--- src/rtl/pin_irq_pkg.sv ---
package pin_irq_pkg;
  localparam int unsigned MODE_W = 4;

  typedef enum logic [MODE_W-1:0] {
    TRIG_RISE = 4'd0,
    TRIG_FALL = 4'd1,
    TRIG_HIGH = 4'd2,
    TRIG_LOW  = 4'd3,
    TRIG_BOTH = 4'd4
  } trig_e;

  localparam int unsigned CFG_OFS  = 32'h200;
  localparam int unsigned EN_OFS   = 32'h210;
  localparam int unsigned STAT_OFS = 32'h214;

  function automatic logic trig_hit(logic [MODE_W-1:0] mode, logic cur, logic prev);
    logic hit;
    case (mode)
      TRIG_RISE: hit = cur & ~prev;
      TRIG_FALL: hit = ~cur & prev;
      TRIG_HIGH: hit = cur;
      TRIG_LOW:  hit = ~cur;
      TRIG_BOTH: hit = cur ^ prev;
      default:   hit = 1'b0;
    endcase
    return hit;
  endfunction
endpackage

--- src/rtl/pin_irq_sync.sv ---
module pin_irq_sync #(
  parameter int unsigned WIDTH  = 32,
  parameter int unsigned STAGES = 2
) (
  input  logic             clk_i,
  input  logic             rst_ni,
  input  logic [WIDTH-1:0] raw_i,
  output logic [WIDTH-1:0] cur_o,
  output logic [WIDTH-1:0] prev_o
);
  logic [WIDTH-1:0] pipe_q [STAGES];
  logic [WIDTH-1:0] prev_q;

  for (genvar s = 0; s < STAGES; s++) begin : g_stage
    if (s == 0) begin : g_first
      always_ff @(posedge clk_i or negedge rst_ni) begin
        if (!rst_ni) pipe_q[s] <= '0;
        else         pipe_q[s] <= raw_i;
      end
    end else begin : g_next
      always_ff @(posedge clk_i or negedge rst_ni) begin
        if (!rst_ni) pipe_q[s] <= '0;
        else         pipe_q[s] <= pipe_q[s-1];
      end
    end
  end

  // previous synchronized sample for edge comparison
  always_ff @(posedge clk_i or negedge rst_ni) begin
    if (!rst_ni) prev_q <= '0;
    else         prev_q <= pipe_q[STAGES-1];
  end

  assign cur_o  = pipe_q[STAGES-1];
  assign prev_o = prev_q;
endmodule

--- src/rtl/pin_irq_detect.sv ---
module pin_irq_detect
  import pin_irq_pkg::*;
#(
  parameter int unsigned NUM_LINES = 32
) (
  input  logic [NUM_LINES*MODE_W-1:0] mode_i,
  input  logic [NUM_LINES-1:0]        cur_i,
  input  logic [NUM_LINES-1:0]        prev_i,
  output logic [NUM_LINES-1:0]        evt_o
);
  for (genvar n = 0; n < NUM_LINES; n++) begin : g_line
    assign evt_o[n] = trig_hit(mode_i[n*MODE_W +: MODE_W], cur_i[n], prev_i[n]);
  end
endmodule

--- src/rtl/pin_irq_regs.sv ---
module pin_irq_regs
  import pin_irq_pkg::*;
#(
  parameter int unsigned NUM_LINES = 32,
  parameter int unsigned ADDR_W    = 12,
  parameter int unsigned DATA_W    = 32
) (
  input  logic                        clk_i,
  input  logic                        rst_ni,
  input  logic [ADDR_W-1:0]           addr_i,
  input  logic [DATA_W-1:0]           wdata_i,
  input  logic                        wr_i,
  input  logic                        rd_i,
  input  logic [NUM_LINES-1:0]        evt_i,
  output logic [DATA_W-1:0]           rdata_o,
  output logic [NUM_LINES*MODE_W-1:0] cfg_o,
  output logic [NUM_LINES-1:0]        en_o,
  output logic [NUM_LINES-1:0]        pend_o,
  output logic                        irq_o
);
  localparam int unsigned LINES_PER_WORD = DATA_W / MODE_W;
  localparam int unsigned CFG_WORDS      = NUM_LINES / LINES_PER_WORD;
  localparam logic [ADDR_W-1:0] EN_ADDR   = ADDR_W'(EN_OFS);
  localparam logic [ADDR_W-1:0] STAT_ADDR = ADDR_W'(STAT_OFS);

  logic [CFG_WORDS-1:0][DATA_W-1:0] cfg_q;
  logic [CFG_WORDS-1:0]             cfg_hit;
  logic [NUM_LINES-1:0]             en_q, pend_q, clr;
  logic                             en_hit, stat_hit, irq_q;
  logic [DATA_W-1:0]                rd_mux, rdata_q;

  for (genvar w = 0; w < CFG_WORDS; w++) begin : g_cfg
    assign cfg_hit[w] = (addr_i == ADDR_W'(CFG_OFS + 4 * w));
    always_ff @(posedge clk_i or negedge rst_ni) begin
      if (!rst_ni)                 cfg_q[w] <= '0;
      else if (wr_i && cfg_hit[w]) cfg_q[w] <= wdata_i;
    end
  end

  assign en_hit   = (addr_i == EN_ADDR);
  assign stat_hit = (addr_i == STAT_ADDR);

  always_ff @(posedge clk_i or negedge rst_ni) begin
    if (!rst_ni)             en_q <= '0;
    else if (wr_i && en_hit) en_q <= wdata_i[NUM_LINES-1:0];
  end

  // write-one-to-clear; a same-cycle event wins
  assign clr = (wr_i && stat_hit) ? wdata_i[NUM_LINES-1:0] : '0;

  always_ff @(posedge clk_i or negedge rst_ni) begin
    if (!rst_ni) pend_q <= '0;
    else         pend_q <= (pend_q & ~clr) | evt_i;
  end

  always_ff @(posedge clk_i or negedge rst_ni) begin
    if (!rst_ni) irq_q <= 1'b0;
    else         irq_q <= |(pend_q & en_q);
  end

  always_comb begin
    rd_mux = '0;
    for (int w = 0; w < CFG_WORDS; w++) begin
      if (cfg_hit[w]) rd_mux = cfg_q[w];
    end
    if (en_hit)   rd_mux = DATA_W'(en_q);
    if (stat_hit) rd_mux = DATA_W'(pend_q);
  end

  always_ff @(posedge clk_i or negedge rst_ni) begin
    if (!rst_ni)   rdata_q <= '0;
    else if (rd_i) rdata_q <= rd_mux;
  end

  assign cfg_o   = cfg_q;
  assign en_o    = en_q;
  assign pend_o  = pend_q;
  assign irq_o   = irq_q;
  assign rdata_o = rdata_q;
endmodule

--- src/rtl/pin_irq_ctrl.sv ---
module pin_irq_ctrl
  import pin_irq_pkg::*;
#(
  parameter int unsigned NUM_LINES   = 32,
  parameter int unsigned ADDR_W      = 12,
  parameter int unsigned DATA_W      = 32,
  parameter int unsigned SYNC_STAGES = 2
) (
  input  logic                 clk_i,
  input  logic                 rst_ni,
  input  logic [NUM_LINES-1:0] lines_i,
  input  logic [ADDR_W-1:0]    addr_i,
  input  logic [DATA_W-1:0]    wdata_i,
  input  logic                 wr_i,
  input  logic                 rd_i,
  output logic [DATA_W-1:0]    rdata_o,
  output logic                 irq_o
);
  logic [NUM_LINES-1:0]        cur, prev, evt, en, pend;
  logic [NUM_LINES*MODE_W-1:0] cfg_flat;

  pin_irq_sync #(.WIDTH(NUM_LINES), .STAGES(SYNC_STAGES)) u_sync (
    .clk_i  (clk_i),
    .rst_ni (rst_ni),
    .raw_i  (lines_i),
    .cur_o  (cur),
    .prev_o (prev)
  );

  pin_irq_detect #(.NUM_LINES(NUM_LINES)) u_detect (
    .mode_i (cfg_flat),
    .cur_i  (cur),
    .prev_i (prev),
    .evt_o  (evt)
  );

  pin_irq_regs #(.NUM_LINES(NUM_LINES), .ADDR_W(ADDR_W), .DATA_W(DATA_W)) u_regs (
    .clk_i   (clk_i),
    .rst_ni  (rst_ni),
    .addr_i  (addr_i),
    .wdata_i (wdata_i),
    .wr_i    (wr_i),
    .rd_i    (rd_i),
    .evt_i   (evt),
    .rdata_o (rdata_o),
    .cfg_o   (cfg_flat),
    .en_o    (en),
    .pend_o  (pend),
    .irq_o   (irq_o)
  );
endmodule

--- config.mk ---
export PLATFORM = sky130hd
export DESIGN_NAME = pin_irq_ctrl
export DESIGN_NICKNAME = d
export VERILOG_FILES = /design/src/rtl/pin_irq_pkg.sv /design/src/rtl/pin_irq_sync.sv /design/src/rtl/pin_irq_detect.sv /design/src/rtl/pin_irq_regs.sv /design/src/rtl/pin_irq_ctrl.sv
export SDC_FILE = /design/constraint.sdc
export NUM_CORES = 1
export LEC_CHECK = 0
export ABC_AREA = 1
export CAP_MARGIN = 30
export CORE_ASPECT_RATIO = 1.2
export CORE_UTILIZATION = 60
export CTS_BUF_LIST = sky130_fd_sc_hd__clkbuf_8
export CTS_CLUSTER_DIAMETER = 100
export DETAILED_ROUTE_END_ITERATION = 8
export DONT_BUFFER_PORTS = 1
export PLACE_DENSITY_LB_ADDON = 0.08
export SYNTH_ARGS = -nofsm -noshare
export SYNTH_HDL_FRONTEND = slang
export SYNTH_SLANG_ARGS = --single-unit
--- constraint.sdc ---
create_clock -name clk_i -period 2.3 [get_ports clk_i]
set_input_delay 0.46 -clock clk_i [delete_from_list [all_inputs] [get_ports clk_i]]
set_output_delay 0.46 -clock clk_i [all_outputs]
set_load 0.01 [all_outputs]
==> impl_metrics.csv <==
group,metric,value,unit
logic_synthesis,synth_cell_types,33,
sta,rsz0062_at_grt,"no",
sta,skew,0.0119,ns
worst_setup_path,criticalPathCategory,"flop to flop",
final_layout,fillers,2028,
global_route,grt_pass1_wl,66600,um
worst_setup_path,rr_worst_depth,6,
hold_path,hp-class,"primary input to asynchronous set/reset pin",
logic_synthesis,ys_warn_count,0,
placement,place.gp.congestion,0.892,
worst_setup_path,crit_chain,"inv_1, ha_1, o211ai_1, o211ai_1, o21ai_0, o21ai_0",
power_and_ir_drop,p_leak,0.00817,uW
global_route,antenna_found_initial,0,
sta,min_period_over_period,69.1,%
sta,fmax,629,MHz
clocking,clock_path_buffers,3,
clocking,clock_sinks,321,
logic_synthesis,synth_cells,1773,
logic_synthesis,synth_most_common_cell,"nand2_1",
detailed_routing,drc,0,
worst_setup_path,cpMaxStageDelayCell,"dfrtp_1",
worst_setup_path,crit_family,"compound AO/OA/AOI/OAI gates",
clocking,cts_hold_buf,33,
die,die_area,26000,um^2
global_route,grt_max_degree,322,
sta,min_period,1.59,ns
final_layout,fin_util,68.6,%
worst_setup_path,worst-path-max-fanout,4,
power_and_ir_drop,ir_drop,441,uV
sta,hold_ws,-0.419,ns
logic_synthesis,yosys.area_share.simple,18.8,%
logic_synthesis,ys.flop_type,"dfrtp_1",
clocking,post-cts-setup-buffers,0,
worst_setup_path,cp_data_arrival_time,2.02,ns
logic_synthesis,ys_ff_latch,321,
detailed_routing,drt_iter0_drc,1228,
clocking,clk_pin_slew,0.06,ns
logic_synthesis,synthTopCellsByArea,"dfrtp_1 (53%), nand2_1 (11%), o21ai_0 (6.8%)",
final_layout,layout.cells.non_filler,2165,
detailed_routing,num_vias,12666,
clocking,cts_tree,"yes",
worst_setup_path,reg2reg_from,"u_sync.cur_o[24]",
clocking,clkLatencyLatePin,0.58,ns
detailed_routing,drtPass1Iterations,5,
logic_synthesis,netlist_area,15200,um^2
die,coreArea,24800,um^2
logic_synthesis,synth_top_family_by_area,"simple AND/OR/NAND/NOR gates",
logic_synthesis,synth_common_cells,"nand2_1 (428), dfrtp_1 (321), o21ai_0 (206)",
clocking,htreeDepth,2,
worst_setup_path,worstSetupEndpointType,"flop",
sta,worst_slew_pin_slew,0.756,ns
detailed_routing,routedWlPerCell,19.6,um
job,cap_violations,0,
placement,io_buffer_count,0,
die,die_w,147,um
logic_synthesis,synth.area.mux_share,0,%
sta,setup_viol,0,
worst_setup_path,required,2.73,ns
sta,setup_tns,0,ns
clocking,cts_root_buffer,"clkbuf_8",
die,die_h,176,um
status,violations,"hold timing",
logic_synthesis,synth_seq_area_share,52.9,%
sta,timing.final.hold_violations,321,
global_route,grt_pass1_vias,12350,
detailed_routing,ant_nets,0,
final_layout,antenna_cells,0,
final_layout,area_delta_synth_final,11.7,%
worst_setup_path,worstReg2RegEnd,"u_regs.pend_o[24]",
logic_synthesis,synth-async-reset-ratio,100,%
worst_setup_path,max_stage_delay,0.40,ns
detailed_routing,drt-vias-per-instance,5.85,
logic_synthesis,yosys.area.top_type,"dfrtp_1",
logic_synthesis,synth_compound_area_share,15.7,%
global_route,grtUsageTotal,33.8,%
detailed_routing,wl,42400,um
logic_synthesis,synth_edf_count,0,
worst_setup_path,reg2reg_slack,0.71,ns
logic_synthesis,syn_nets,1917,
logic_synthesis,synthAdderAreaFrac,5.27,%
die,rows,63,
die,io_pins,113,
sta,slew_headroom,49.6,%
logic_synthesis,yosysTopAreaCellShare,52.9,%
placement,dp_hpwl,28700,um
sta,slew_violations,0,
die,initial_utilization,61.4,%
status,status,"finished with violations",
logic_synthesis,synthXorXnorAreaFrac,0,%
worst_setup_path,crit_buf_inv,1,
clocking,cts.repair.resized,0,
power_and_ir_drop,cellPowerDensity,671,nW/um^2
global_route,grt-ovfl-total,0,
final_layout,drive_above_1_share,6.58,%
logic_synthesis,syn_avg_cell_area,8.57,um^2
placement,dp.cells,2040,
final_layout,nets,1945,
clocking,cts_buffers,51,
worst_setup_path,critPathLaunchType,"flop",
-- cell families after synthesis --
| group | count (synthesis) |
|---|---|
| buffers and inverters | 288 |
| adder cells (fa/ha/maj) | 64 |
| AND/OR/NAND/NOR | 682 |
| flip-flops | 321 |
| AO/OA/AOI/OAI | 418 |
-- per-stage QoR --
step                      power, uW  cell area (um^2)  worst slack (ns)
after floorplan                6170             15200             0.556
after global placement         6300             15500             0.203
after detailed placement       6320             15500             0.185
after CTS                     11500             17000             0.744
after global routing          11800             17000             0.612
final                         11400             17000             0.710
-- how the worst max path moves through the flow --
stage | slack (ns) | from | to | depth (start not counted)
2_1_floorplan | 0.56 | addr_i[2] | u_regs.rdata_o[15] | 9
3_3_place_gp | 0.20 | addr_i[7] | u_regs.rdata_o[26] | 9
3_5_place_dp | 0.19 | addr_i[7] | u_regs.rdata_o[26] | 9
4_1_cts | 0.74 | u_regs.rdata_o[15] | rdata_o[15] | 0
5_1_grt | 0.61 | addr_i[7] | u_regs.rdata_o[26] | 9
6_report | 0.71 | u_sync.cur_o[24] | u_regs.pend_o[24] | 6
-- layer usage --
metal / vias to the layer above / wire [um] / track usage [%]
met5: - / 0 / 0
met4: 0 / 3000 / 22.9
met3: 143 / 2940 / 5.27
met2: 532 / 20200 / 55.7
met1: 6038 / 16300 / 41.2
li1: 5953 / - / -
-- layout make-up --
type / instances / area [um^2] / area share [%]
Tap cell: 325 / 407 / 2.40
Multi-Input combinational cell: 1164 / 6060 / 35.7
Clock inverter: 16 / 65.1 / 0.383
Sequential cell: 321 / 8030 / 47.3
Clock buffer: 76 / 1050 / 6.16
Inverter: 205 / 769 / 4.53
Timing Repair Buffer: 58 / 593 / 3.49
-- cells in the final DEF, fill, tap and decap left out, types with 7 or more instances in the layout --
cell type / Yosys / layout
o21ai_1: 30 / 30
o31ai_1: 14 / 14
nor2_1: 81 / 80
inv_1: 201 / 213
o21ai_0: 206 / 206
dlygate4sd3_1: 0 / 33
o22ai_1: 12 / 12
a21boi_0: 7 / 7
nor3_1: 8 / 8
ha_1: 64 / 64
nand4_1: 11 / 11
a21oi_1: 73 / 73
buf_4: 1 / 19
nand2_1: 428 / 427
o2111ai_1: 21 / 21
o211ai_1: 40 / 40
nand3_1: 136 / 136
dfrtp_1: 321 / 321
clkbuf_8: 0 / 76
-- power by group --
group / switching [uW] / total [uW] / leakage (uW) / internal (uW)
registers: 72.8 / 5820 / 0.00409 / 5750
logic: 288 / 444 / 0.00345 / 156
clock network: 2230 / 5120 / 0.000626 / 2890
total: 2590 / 11400 / 0.00817 / 8790
-- state kept, by name, indices dropped and copies added (netlist names) --
register and flops:
u_sync.pipe_q 32, u_regs.rdata_o 32, u_sync.cur_o 32, u_sync.prev_o 32
u_regs.irq_o 1, u_regs.en_o 32, u_regs.pend_o 32, u_regs.cfg_o 128
(Power assumes the default switching activity.)
